`config.mk`:
```
export PLATFORM = sky130hd
export DESIGN_NAME = wshare_fetch_sel
export DESIGN_NICKNAME = d
export VERILOG_FILES = /design/src/rtl/fsel_pkg.sv /design/src/rtl/fsel_ctr.sv /design/src/rtl/fsel_wregs.sv /design/src/rtl/fsel_keys.sv /design/src/rtl/fsel_rank.sv /design/src/rtl/wshare_fetch_sel.sv
export SDC_FILE = /design/constraint.sdc
export NUM_CORES = 1
export LEC_CHECK = 0
export BUFFER_PORTS_ARGS = -buffer_cell sky130_fd_sc_hd__buf_2
export CORE_MARGIN = 5
export CORE_UTILIZATION = 50
export CTS_BUF_LIST = sky130_fd_sc_hd__clkbuf_2
export DETAILED_ROUTE_END_ITERATION = 12
export PLACE_DENSITY = 0.69
export SLEW_MARGIN = 20
export SYNTH_ARGS = -nofsm -noshare
export SYNTH_HDL_FRONTEND = slang
export SYNTH_SLANG_ARGS = --single-unit
```
`constraint.sdc`:
```
create_clock -name clk -period 13.4 [get_ports clk]
set_clock_uncertainty 0.2 [all_clocks]
set_input_delay 2.68 -clock clk [delete_from_list [all_inputs] [get_ports clk]]
set_output_delay 2.68 -clock clk [all_outputs]
set_load 0.005 [all_outputs]
```
`src/rtl/fsel_pkg.sv`:
```
package fsel_pkg;

  localparam int unsigned FSEL_NT       = 4;
  localparam int unsigned FSEL_WEIGHT_W = 4;
  localparam int unsigned FSEL_CNT_W    = 6;
  localparam int unsigned FSEL_STEP_MAX = 8;

  // Saturating update of an in-flight count.
  function automatic int fsel_sat(input int cur, input int up, input int dn, input int hi);
    int v;
    v = cur + up - dn;
    if (v < 0) v = 0;
    if (v > hi) v = hi;
    return v;
  endfunction

  // True when thread a must be ranked ahead of thread b.
  function automatic logic fsel_beats(input logic ea, input logic eb,
                                      input int ka, input int kb,
                                      input int ia, input int ib);
    if (ea != eb) return ea;
    if (!ea)      return (ia < ib);
    if (ka != kb) return (ka > kb);
    return (ia < ib);
  endfunction

endpackage

```
`src/rtl/fsel_ctr.sv`:
```
module fsel_ctr
  import fsel_pkg::*;
#(
  parameter int unsigned CNT_W    = FSEL_CNT_W,
  parameter int unsigned STEP_MAX = FSEL_STEP_MAX,
  localparam int unsigned STEP_W  = $clog2(STEP_MAX + 1)
) (
  input  logic              clk,
  input  logic              rst_n,
  input  logic [STEP_W-1:0] inc,
  input  logic [STEP_W-1:0] dec,
  output logic [CNT_W-1:0]  count
);

  localparam int CNT_MAX = (1 << CNT_W) - 1;

  logic [CNT_W-1:0] count_nxt;
  logic             upd_en;

  always_comb begin
    upd_en    = (inc != '0) || (dec != '0);
    count_nxt = CNT_W'(fsel_sat(int'(count), int'(inc), int'(dec), CNT_MAX));
  end

  always_ff @(posedge clk or negedge rst_n) begin
    if (!rst_n)      count <= '0;
    else if (upd_en) count <= count_nxt;
  end

  // a count moves by no more than one step per cycle
  p_cnt_step_r2: assert property (@(posedge clk) disable iff (!rst_n)
    1'b1 |=> (int'(count) <= int'($past(count)) + int'(STEP_MAX)) &&
             (int'(count) + int'(STEP_MAX) >= int'($past(count))));

  // no activity leaves the count unchanged
  p_cnt_hold_r2: assert property (@(posedge clk) disable iff (!rst_n)
    (inc == '0 && dec == '0) |=> $stable(count));

endmodule

```
`src/rtl/fsel_wregs.sv`:
```
module fsel_wregs
  import fsel_pkg::*;
#(
  parameter int unsigned NT       = FSEL_NT,
  parameter int unsigned WEIGHT_W = FSEL_WEIGHT_W,
  localparam int unsigned TID_W   = $clog2(NT)
) (
  input  logic                   clk,
  input  logic                   rst_n,
  input  logic                   wr_en,
  input  logic [TID_W-1:0]       wr_tid,
  input  logic [WEIGHT_W-1:0]    wr_level,
  output logic [NT*WEIGHT_W-1:0] weights
);

  for (genvar t = 0; t < NT; t++) begin : g_w
    logic we;
    always_comb we = wr_en && (wr_tid == TID_W'(t));

    always_ff @(posedge clk or negedge rst_n) begin
      if (!rst_n)  weights[t*WEIGHT_W +: WEIGHT_W] <= WEIGHT_W'(1);
      else if (we) weights[t*WEIGHT_W +: WEIGHT_W] <= wr_level;
    end
  end

  // weights change only through a write
  p_wr_hold_r3: assert property (@(posedge clk) disable iff (!rst_n)
    !wr_en |=> $stable(weights));

  // a write lands on the addressed thread
  p_wr_land_r3: assert property (@(posedge clk) disable iff (!rst_n)
    wr_en |=> weights[$past(wr_tid)*WEIGHT_W +: WEIGHT_W] == $past(wr_level));

endmodule

```
`src/rtl/fsel_keys.sv`:
```
module fsel_keys
  import fsel_pkg::*;
#(
  parameter int unsigned NT       = FSEL_NT,
  parameter int unsigned WEIGHT_W = FSEL_WEIGHT_W,
  parameter int unsigned CNT_W    = FSEL_CNT_W,
  localparam int unsigned WSUM_W  = WEIGHT_W + $clog2(NT),
  localparam int unsigned CSUM_W  = CNT_W + $clog2(NT),
  localparam int unsigned PA_W    = WEIGHT_W + CSUM_W,
  localparam int unsigned PB_W    = CNT_W + WSUM_W,
  localparam int unsigned KEY_W   = ((PA_W > PB_W) ? PA_W : PB_W) + 1
) (
  input  logic                   clk,
  input  logic                   rst_n,
  input  logic [NT*WEIGHT_W-1:0] weights,
  input  logic [NT*CNT_W-1:0]    counts,
  output logic [NT*KEY_W-1:0]    keys
);

  logic [WSUM_W-1:0] w_total;
  logic [CSUM_W-1:0] c_total;

  always_comb begin
    w_total = '0;
    c_total = '0;
    for (int t = 0; t < int'(NT); t++) begin
      w_total = w_total + WSUM_W'(weights[t*WEIGHT_W +: WEIGHT_W]);
      c_total = c_total + CSUM_W'(counts[t*CNT_W +: CNT_W]);
    end
  end

  for (genvar t = 0; t < NT; t++) begin : g_key
    logic [KEY_W-1:0] prod_w;
    logic [KEY_W-1:0] prod_c;
    always_comb begin
      prod_w = KEY_W'(weights[t*WEIGHT_W +: WEIGHT_W]) * KEY_W'(c_total);
      prod_c = KEY_W'(counts[t*CNT_W +: CNT_W]) * KEY_W'(w_total);
      if (c_total == '0) keys[t*KEY_W +: KEY_W] = KEY_W'(weights[t*WEIGHT_W +: WEIGHT_W]);
      else               keys[t*KEY_W +: KEY_W] = prod_w - prod_c;
    end
  end

  int key_sum;
  always_comb begin
    key_sum = 0;
    for (int t = 0; t < int'(NT); t++)
      key_sum = key_sum + int'($signed(keys[t*KEY_W +: KEY_W]));
  end

  // shares over target and under target cancel exactly
  p_key_balance_r4: assert property (@(posedge clk) disable iff (!rst_n)
    (c_total != '0) |-> (key_sum == 0));

endmodule

```
`src/rtl/fsel_rank.sv`:
```
module fsel_rank
  import fsel_pkg::*;
#(
  parameter int unsigned NT     = FSEL_NT,
  parameter int unsigned KEY_W  = 13,
  localparam int unsigned TID_W = $clog2(NT)
) (
  input  logic                clk,
  input  logic                rst_n,
  input  logic [NT*KEY_W-1:0] keys,
  input  logic [NT-1:0]       elig,
  output logic [NT*TID_W-1:0] rank_tid,
  output logic [NT-1:0]       rank_vld
);

  int               key_i [NT];
  logic [TID_W-1:0] pos   [NT];

  always_comb begin
    for (int t = 0; t < int'(NT); t++)
      key_i[t] = int'($signed(keys[t*KEY_W +: KEY_W]));
  end

  // Position of each thread = number of threads that beat it.
  always_comb begin
    for (int i = 0; i < int'(NT); i++) begin
      pos[i] = '0;
      for (int j = 0; j < int'(NT); j++) begin
        if (j != i && fsel_beats(elig[j], elig[i], key_i[j], key_i[i], j, i))
          pos[i] = pos[i] + TID_W'(1);
      end
    end
  end

  for (genvar p = 0; p < NT; p++) begin : g_slot
    always_comb begin
      rank_tid[p*TID_W +: TID_W] = '0;
      rank_vld[p]                = 1'b0;
      for (int i = 0; i < int'(NT); i++) begin
        if (pos[i] == TID_W'(p)) begin
          rank_tid[p*TID_W +: TID_W] = rank_tid[p*TID_W +: TID_W] | TID_W'(i);
          rank_vld[p]                = rank_vld[p] | elig[i];
        end
      end
    end
  end

  logic [NT-1:0] seen;
  int            k_top0, k_top1;
  always_comb begin
    seen = '0;
    for (int p = 0; p < int'(NT); p++)
      seen[rank_tid[p*TID_W +: TID_W]] = 1'b1;
    k_top0 = key_i[rank_tid[0 +: TID_W]];
    k_top1 = key_i[rank_tid[TID_W +: TID_W]];
  end

  // the list is a permutation of the threads
  p_rank_perm_r10: assert property (@(posedge clk) disable iff (!rst_n)
    $countones(seen) == NT);

  // valid slots form a contiguous run starting at slot 0
  p_elig_first_r7: assert property (@(posedge clk) disable iff (!rst_n)
    ((rank_vld + 1'b1) & rank_vld) == '0);

  // number of valid slots matches number of eligible threads
  p_elig_count_r7: assert property (@(posedge clk) disable iff (!rst_n)
    $countones(rank_vld) == $countones(elig));

  // the two fetch picks are in key order
  p_top_order_r4: assert property (@(posedge clk) disable iff (!rst_n)
    (rank_vld[0] && rank_vld[1]) |-> (k_top0 >= k_top1));

endmodule

```
`src/rtl/wshare_fetch_sel.sv`:
```
module wshare_fetch_sel
  import fsel_pkg::*;
#(
  parameter int unsigned NT       = FSEL_NT,
  parameter int unsigned WEIGHT_W = FSEL_WEIGHT_W,
  parameter int unsigned CNT_W    = FSEL_CNT_W,
  parameter int unsigned STEP_MAX = FSEL_STEP_MAX,
  localparam int unsigned TID_W   = $clog2(NT),
  localparam int unsigned STEP_W  = $clog2(STEP_MAX + 1),
  localparam int unsigned WSUM_W  = WEIGHT_W + $clog2(NT),
  localparam int unsigned CSUM_W  = CNT_W + $clog2(NT),
  localparam int unsigned PA_W    = WEIGHT_W + CSUM_W,
  localparam int unsigned PB_W    = CNT_W + WSUM_W,
  localparam int unsigned KEY_W   = ((PA_W > PB_W) ? PA_W : PB_W) + 1
) (
  input  logic                 clk,
  input  logic                 rst_n,
  input  logic [NT*STEP_W-1:0] fetch_inc,
  input  logic [NT*STEP_W-1:0] exec_dec,
  input  logic                 prio_wr_en,
  input  logic [TID_W-1:0]     prio_wr_tid,
  input  logic [WEIGHT_W-1:0]  prio_wr_level,
  input  logic [NT-1:0]        thread_elig,
  output logic [NT*TID_W-1:0]  rank_tid,
  output logic [NT-1:0]        rank_vld
);

  // Reset: asserted asynchronously, released on a clock edge.
  logic [1:0] rst_pipe;
  logic       rst_n_int;

  always_ff @(posedge clk or negedge rst_n) begin
    if (!rst_n) rst_pipe <= 2'b00;
    else        rst_pipe <= {rst_pipe[0], 1'b1};
  end
  always_comb rst_n_int = rst_pipe[1];

  logic [NT*CNT_W-1:0]    counts;
  logic [NT*WEIGHT_W-1:0] weights;
  logic [NT*KEY_W-1:0]    keys;

  for (genvar t = 0; t < NT; t++) begin : g_ctr
    fsel_ctr #(
      .CNT_W    (CNT_W),
      .STEP_MAX (STEP_MAX)
    ) u_ctr (
      .clk   (clk),
      .rst_n (rst_n_int),
      .inc   (fetch_inc[t*STEP_W +: STEP_W]),
      .dec   (exec_dec[t*STEP_W +: STEP_W]),
      .count (counts[t*CNT_W +: CNT_W])
    );
  end

  fsel_wregs #(
    .NT       (NT),
    .WEIGHT_W (WEIGHT_W)
  ) u_wregs (
    .clk      (clk),
    .rst_n    (rst_n_int),
    .wr_en    (prio_wr_en),
    .wr_tid   (prio_wr_tid),
    .wr_level (prio_wr_level),
    .weights  (weights)
  );

  fsel_keys #(
    .NT       (NT),
    .WEIGHT_W (WEIGHT_W),
    .CNT_W    (CNT_W)
  ) u_keys (
    .clk     (clk),
    .rst_n   (rst_n_int),
    .weights (weights),
    .counts  (counts),
    .keys    (keys)
  );

  fsel_rank #(
    .NT    (NT),
    .KEY_W (KEY_W)
  ) u_rank (
    .clk      (clk),
    .rst_n    (rst_n_int),
    .keys     (keys),
    .elig     (thread_elig),
    .rank_tid (rank_tid),
    .rank_vld (rank_vld)
  );

endmodule

```
# ---- Word-level counts from Yosys, hierarchy flattened
# Index checks and enable logic that the tools add are counted.
dict set report word_totals {
  ff_bits 42
  output_inout_bits 12
  wordCells 324
  inputBits 45
}
dict set report op_classes {
  n_eq_ne 39
  n_mul 8
  reduce_logical 22
  addsub 26
  bitwise_logic 12
  order_cmp 20
  n_mux 188
}
# cell n
set ops {}
lappend ops {{1-bit 2-to-1 mux} 160}
lappend ops {{13-bit > comparator} 12}
lappend ops {{13-bit inequality test} 12}
lappend ops {{32-bit by 7-bit > comparator with 1-bit output, second input constant} 4}
lappend ops {{32-bit by 1-bit less-than comparator with 1-bit output, second input constant} 4}
lappend ops {{32-bit 2-to-1 mux} 4}
lappend ops {{32-bit by 5-bit subtractor with 32-bit output} 4}
lappend ops {{13-bit 2-to-1 mux} 4}
lappend ops {{12-bit by 12-bit subtractor with 13-bit output} 4}
lappend ops {{4-bit by 8-bit multiplier with 12-bit output} 4}
lappend ops {{6-bit by 6-bit multiplier with 12-bit output} 4}
lappend ops {{2-bit 2-to-1 mux} 16}
lappend ops {{4-bit nonzero test} 8}
lappend ops {{6-bit by 4-bit adder with 7-bit output} 4}
lappend ops {{6-bit 2-to-1 mux} 4}
lappend ops {{2-bit equality test, second input constant} 10}
lappend ops {{8-bit by 6-bit adder with 8-bit output} 2}
lappend ops {{6-bit by 4-bit adder with 6-bit output} 2}
lappend ops {{1-bit inequality test} 12}
lappend ops {{1-bit OR} 12}
lappend ops {{2-bit by 1-bit equality test with 1-bit output, second input constant} 5}
lappend ops {{2-bit zero test} 5}
lappend ops {{1-bit by 1-bit adder with 2-bit output, second input constant} 4}
lappend ops {{2-bit by 1-bit adder with 2-bit output, second input constant} 4}
lappend ops {{5 further kinds} 11}

# ---- Longest topological paths before layout
dict set report depth {
  ltp_word 26
  ltp_mapped 46
  depth_no_buf 44
}

# ---- Cells and area by module
# From an unflattened synthesis, not the netlist that was laid out.
dict set report unflattened {
  hier_cells 1955
  area_unflattened_um2 16535.9
}
# module area_each_um2 cells_each instances seq_area_each_um2
set modules_own_cells {}
lappend modules_own_cells {fsel_keys 10369.9 1256 1 0.0}
lappend modules_own_cells {fsel_ctr 718.2 75 4 150.1}
lappend modules_own_cells {fsel_rank 2615.0 360 1 0.0}
lappend modules_own_cells {fsel_wregs 624.3 36 1 405.4}
lappend modules_own_cells {wshare_fetch_sel 53.8 3 1 50.0}

# ---- Worst setup path after synthesis
# No wires, ideal clock.
dict set report synth_timing {
  path_type {register -> output}
  from {reg u_wregs.weights[1]}
  to {out rank_vld[3]}
  n_path_buf 3
  arrival_ps 9922
  stages_incl_launch_ff 41
  t_required_ps 10520
  path_slack_ps 598
  cell_sequence {dfrtp_1 -> clkbuf_1 -> inv_1 -> fa_1 -> xor2_1 -> fa_1 -> inv_1 -> ha_1 -> a21o_1 -> a21oi_1 -> xnor2_1 -> clkbuf_1 -> nand2_1 -> fa_1 -> inv_1 -> fa_1 -> inv_1 -> fa_1 -> [... 5 more ...] -> a21o_1 -> a21o_1 -> a311oi_1 -> mux2i_1 -> o21ai_0 -> ha_1 -> and4_1 -> nand3_1 -> a31oi_1 -> or4b_1 -> o221ai_1 -> inv_1 -> ha_1 -> clkbuf_1 -> o21ai_0 -> a32oi_1 -> a21oi_1 -> or4_1}
}
dict set report synth_between {
  elab_chain_len 26
  word_cells_on_any_way 155
  cone_classes {add/sub: 15; mul: 5; order compare: 12; eq/ne: 16; mux: 104; bitwise: 3}
}
# element line
set synth_rtl {}
lappend synth_rtl {{start: declaration} fsel_wregs.sv:13} ;# output logic [NT*WEIGHT_W-1:0] weights
lappend synth_rtl {{start signal: indexed assignment} fsel_wregs.sv:22} ;# else if (we) weights[t*WEIGHT_W +: WEIGHT_W] <= wr_level;
lappend synth_rtl {{branches (longest 25 deep; another with 12-bit by 12-bit subtractor with 13-bit output)} --}
lappend synth_rtl {{1-bit 2-to-1 mux (*)} fsel_rank.sv:40} ;# if (pos[i] == TID_W'(p)) begin
lappend synth_rtl {{end: declaration} wshare_fetch_sel.sv:25} ;# output logic [NT-1:0] rank_vld
# Mark *: on every way between the ends. The select of a mux whose other input is x is not followed.

# ---- Worst setup path after layout
dict set report layout_timing {
  from {reg g_ctr[1].u_ctr.count[1]}
  to {out rank_vld[3]}
}
dict set report layout_between {
  elab_chain_len 26
  word_cells_on_any_way 156
  cone_classes {add/sub: 15; mul: 5; order compare: 12; eq/ne: 16; mux: 104; bitwise: 3; reduce/logical: 1}
}
# element line
set layout_rtl {}
lappend layout_rtl {{start: declaration} fsel_ctr.sv:12} ;# output logic [CNT_W-1:0] count
lappend layout_rtl {{start signal: assignment} fsel_ctr.sv:27} ;# else if (upd_en) count <= count_nxt;
lappend layout_rtl {{branches (longest 25 deep; another with 12-bit by 12-bit subtractor with 13-bit output)} --}
lappend layout_rtl {{1-bit 2-to-1 mux (*)} fsel_rank.sv:40}
# Marked as above.

==> results.md <==
Critical path:
- The worst register-to-register path has a setup slack of 9.56 ns.
- Data on the critical path is required at its endpoint by 10.52 ns.
- The sort of element at the start of the critical path is a flip-flop.
- The startpoint of the lowest-slack register-to-register path is g_ctr[1].u_ctr.count[0]$_DFFE_PN0P_.
- The kind of end point of the critical path is an output port.
- On the worst path, the slowest cell contributes a delay of around 0.54 ns.
- The startpoint of the worst setup timing path is g_ctr[1].u_ctr.count[1]$_DFFE_PN0P_.
- The cell with the biggest individual delay on the critical path is sky130_fd_sc_hd__or4b_4.
- The cell that appears most often on the critical path is sky130_fd_sc_hd__fa_1.
- The arrival time reported for the critical path endpoint is 10.24 ns.
- The worst setup path is of the flip-flop to output port kind.
- The largest fanout on the critical path is 4.

STA:
- The final setup TNS is 0 ns.
- The final hold violation count is 0.
- The count of endpoints failing setup in the final report is 0.
- The final number of max-transition violations was 0.
- The pin slew with the least headroom to its limit is 0.958 ns.
- The relative slew slack is 0.362.
- For this run, the top clock speed supported by timing is between 70 and 80 MHz.
- The final critical delay including setup and external delays is around 13 ns.
- The final period utilization is 0.979.

Global routing:
- The number of antenna violations at the first check in global routing came to 0.
- The met1 usage is 0.335.
- Entering global routing, the biggest net connects 41 pins.
- The via count of the first global-routing pass is around 14000.
- The total track usage is 0.248.
- The global-route met2 utilization is 0.420.
- The remaining global-route overflow is 0.
- For this run, global-route usage on met3 was measured as 0.0285.
- The busiest layer in global routing is met2.
- The first global-routing pass estimated 73.2 mm of wire.

Routing:
- Across all layers, the routed design uses between 10000 and 15000 vias.
- The count of nets left with antenna violations once routing finished came out at 0.
- After detailed routing, the number of vias per cell comes to 5.41.
- The number of detailed-route iterations in the first pass is 6.
- The total DRC errors in the routed layout is 0.
- The first routing iteration left 932 violations.
- In the final routed layout, each cell accounts on average for between 15 and 20 um.
- The detailed-route wire length is 45.8 mm.

Clocking:
- At the later pin of the worst-skew pair, clock insertion delay measures 0.47 ns.
- TritonCTS built the clock tree.
- Clock-pin slew was measured on the worst setup and hold paths at 0.28 ns.
- The cell sitting at the root of the clock tree is a sky130_fd_sc_hd__clkbuf_2.
- TritonCTS created 5 clock buffers.
- The clock passes through at most 2 buffers.
- The H-tree was split into 2 levels.
- The number of clock sinks is 42.

Final layout:
- The share of cells above drive strength 1 is 0.171.
- For this run, the post-layout net count is 2638.
- The filler-free cell count of the finished design is approximately 2500.
- The library cell used most frequently in the layout, excluding fill and tap cells, is sky130_fd_sc_hd__inv_1.
- The area of the multi-input gates is between 0.01 and 0.015 sq mm.
- 0 antenna diodes ended up in the layout.
- The fill cell total of the finished layout is 2904.
- Relative to the synthesized area, the layout overhead comes to 14.5%.
- The cell area after layout is ~0.019 sq mm.
- In the layout the commonest cells are 377 x sky130_fd_sc_hd__inv_1, 247 x sky130_fd_sc_hd__ha_1, 197 x sky130_fd_sc_hd__fa_1.
- The sequential cell area is around 0.0011 sq mm.

Status:
- The flow ran to the end, and the final reports show no timing, DRC or antenna violations.

Yosys:
- The synthesized area divided by synthesized cell count is 8.31 sq um.
- Counting flops and latches in the post-synthesis netlist gives 42.
- Ranked by total cell area, the synthesized netlist is headed by sky130_fd_sc_hd__fa_1 25%, sky130_fd_sc_hd__ha_1 21%, sky130_fd_sc_hd__inv_1 9.1%, sky130_fd_sc_hd__dfrtp_1 5.8%, sky130_fd_sc_hd__and2_1 4.4%.
- The share of flip-flops with an asynchronous set or reset after synthesis is 1.00.
- The netlist area before placement is 0.0165 sq mm.
- After synthesis, the netlist uses 68 different library cells.
- The dominant cell type by area after synthesis is sky130_fd_sc_hd__fa_1.
- The total nets after synthesis is 2522.
- The gate count after technology mapping is approximately 2000.
- The number of flops mapped to enable cells by yosys is 0.
- For this run, the register share of the synthesized area comes to 0.0639.
- For this run, the leading register cell type out of synthesis is sky130_fd_sc_hd__dfrtp_1.
- The area share of the leading cell type in the synthesized netlist is 0.250.
- The number of warnings issued by yosys is 0.

Placement:
- Routability-driven placement finished with a final weighted congestion of 0.957.
- The HPWL after detailed placement is between 30 and 40 mm.
- The placed instances occupy a cell area of 0.0176 sq mm.
- The count of port buffers added during placement is 56.
- The post-placement cell count is 2492.

Floorplan:
- From left edge to right edge, the die measures 192 um.
- The full die area is between 0.03 and 0.04 sq mm.
- Measured along the y axis, the die boundary spans approximately 190 um.
- The row count is 66.
- The placeable core region is ~0.033 sq mm.
- 57 I/O pins were placed.
- The starting utilization of the core area is 0.507.

Job:
- Across the run, the number of max-cap violations was 0.

Hold path:
- The worst min-delay path startpoint is rst_pipe[0]$_DFF_PN0_.
- The path class of the tightest hold or removal check is flip-flop to flip-flop.
## repair_timing
action | CTS | global route
endpoints found under the setup margin | 12 | 12
gates resized for setup | 33 | 154
pin swaps | 16 | 116
hold buffers | 0 | 0
cloned | 0 | 0
buffers inserted | 16 | 32
## critical path, delay by kind of cell, from the launching register on
family / cells / cell delay [ns]
AO/OA/AOI/OAI: 9 / 1.16
buffers and inverters: 12 / 1.16
AND/OR/NAND/NOR: 8 / 1.78
flip-flops: 1 / 0.43
adder cells (fa/ha/maj): 12 / 4.87
XOR/XNOR: 2 / 0.38
## flip-flops by register name, indices dropped and copies added, names as in the netlist
| register | count |
|---|---|
| rst_pipe | 2 |
| u_wregs.weights | 16 |
| g_ctr.u_ctr.count | 24 |
## per-stage QoR
| stage | utilization | hold slack [ns] | worst slack (ns) |
|---|---|---|---|
| after CTS | 0.550 | 0.202 | 0.00389 |
| final | 0.580 | 0.199 | 0.284 |
| after detailed placement | 0.540 | 0.145 | 0.189 |
| after floorplan | - | 0.131 | 0.598 |
| after global placement | 0.540 | 0.141 | 0.310 |
| after global routing | 0.580 | 0.209 | -0.0915 |
## cell families (layout without fill, tap and decap cells)
family,Yosys count,after routing,share of synthesized area
simple gates,579,579,0.181
fa+ha+maj,488,488,0.463
buf+inv,462,579,0.106
compound gates,303,303,0.120
xor+xnor,77,77,0.0408
flops,42,42,0.0639
mux,37,37,0.0247
other cells,1,1,0.000227
## final cells by class
class                   count  share of cell area
clock buffers               5             0.00132
repair buffers            168              0.0629
well taps                 442              0.0292
clock inverters             3             0.00132
multi-input cells        1485               0.769
flip-flops and latches     42              0.0559
inverters                 403              0.0799
## metal layers
layer  up-vias  share of wire
li1       6649              -
met5         -              0
met1      6648           0.44
met4         0          0.031
met2       409           0.47
met3        82          0.055
## synthesized netlist by cell type (3+ instances only)
| cell | instances |
|---|---|
| sky130_fd_sc_hd__dfstp_2 | 4 |
| sky130_fd_sc_hd__or3_1 | 8 |
| sky130_fd_sc_hd__nand2b_1 | 57 |
| sky130_fd_sc_hd__mux2i_2 | 4 |
| sky130_fd_sc_hd__nor2b_1 | 38 |
| sky130_fd_sc_hd__a41oi_1 | 8 |
| sky130_fd_sc_hd__o221ai_1 | 3 |
| sky130_fd_sc_hd__o21ai_0 | 63 |
| sky130_fd_sc_hd__and2_1 | 117 |
| sky130_fd_sc_hd__a211oi_1 | 3 |
| sky130_fd_sc_hd__o21bai_1 | 12 |
| sky130_fd_sc_hd__or4_1 | 6 |
| sky130_fd_sc_hd__a21o_1 | 59 |
| sky130_fd_sc_hd__nor3b_1 | 4 |
| sky130_fd_sc_hd__o31ai_1 | 7 |
| sky130_fd_sc_hd__o211ai_1 | 9 |
| sky130_fd_sc_hd__nor2_1 | 73 |
| sky130_fd_sc_hd__buf_1 | 3 |
| sky130_fd_sc_hd__nand2_1 | 182 |
| sky130_fd_sc_hd__dfrtp_1 | 38 |
| sky130_fd_sc_hd__o31a_1 | 3 |
| sky130_fd_sc_hd__buf_2 | 6 |
| sky130_fd_sc_hd__a21boi_0 | 3 |
| sky130_fd_sc_hd__mux2i_1 | 15 |
| sky130_fd_sc_hd__nor3_1 | 12 |
| sky130_fd_sc_hd__o22ai_1 | 3 |
| sky130_fd_sc_hd__a311oi_1 | 3 |
| sky130_fd_sc_hd__o311ai_0 | 5 |
| sky130_fd_sc_hd__a31oi_1 | 11 |
| sky130_fd_sc_hd__inv_1 | 399 |
| sky130_fd_sc_hd__xnor2_1 | 45 |
| sky130_fd_sc_hd__a21oi_1 | 76 |
| sky130_fd_sc_hd__o21a_1 | 11 |
| sky130_fd_sc_hd__and3_1 | 10 |
| sky130_fd_sc_hd__nand4_1 | 17 |
| sky130_fd_sc_hd__fa_1 | 206 |
| sky130_fd_sc_hd__inv_2 | 4 |
| sky130_fd_sc_hd__nand3_1 | 22 |
| sky130_fd_sc_hd__or2_2 | 8 |
| sky130_fd_sc_hd__ha_1 | 282 |
| sky130_fd_sc_hd__clkbuf_1 | 49 |
| sky130_fd_sc_hd__nand3b_1 | 18 |
| sky130_fd_sc_hd__mux2_2 | 18 |
| sky130_fd_sc_hd__xor2_1 | 32 |
## final timing paths
check / end / cells past startpoint
worst max-delay path: rank_vld[3] / 43
worst min-delay path: rst_pipe[1]$_DFF_PN0_ / 0
worst max register to register: g_ctr[1].u_ctr.count[5]$_DFFE_PN0P_ / 15
worst min register to register: rst_pipe[1]$_DFF_PN0_ / 0
max in group asynchronous: rst_pipe[1]$_DFF_PN0_ / 1
min in group asynchronous: g_ctr[3].u_ctr.count[1]$_DFFE_PN0P_ / 0
Power is not shown: default switching activity piles up to over one toggle a cycle in this logic, so the estimate is an artifact.
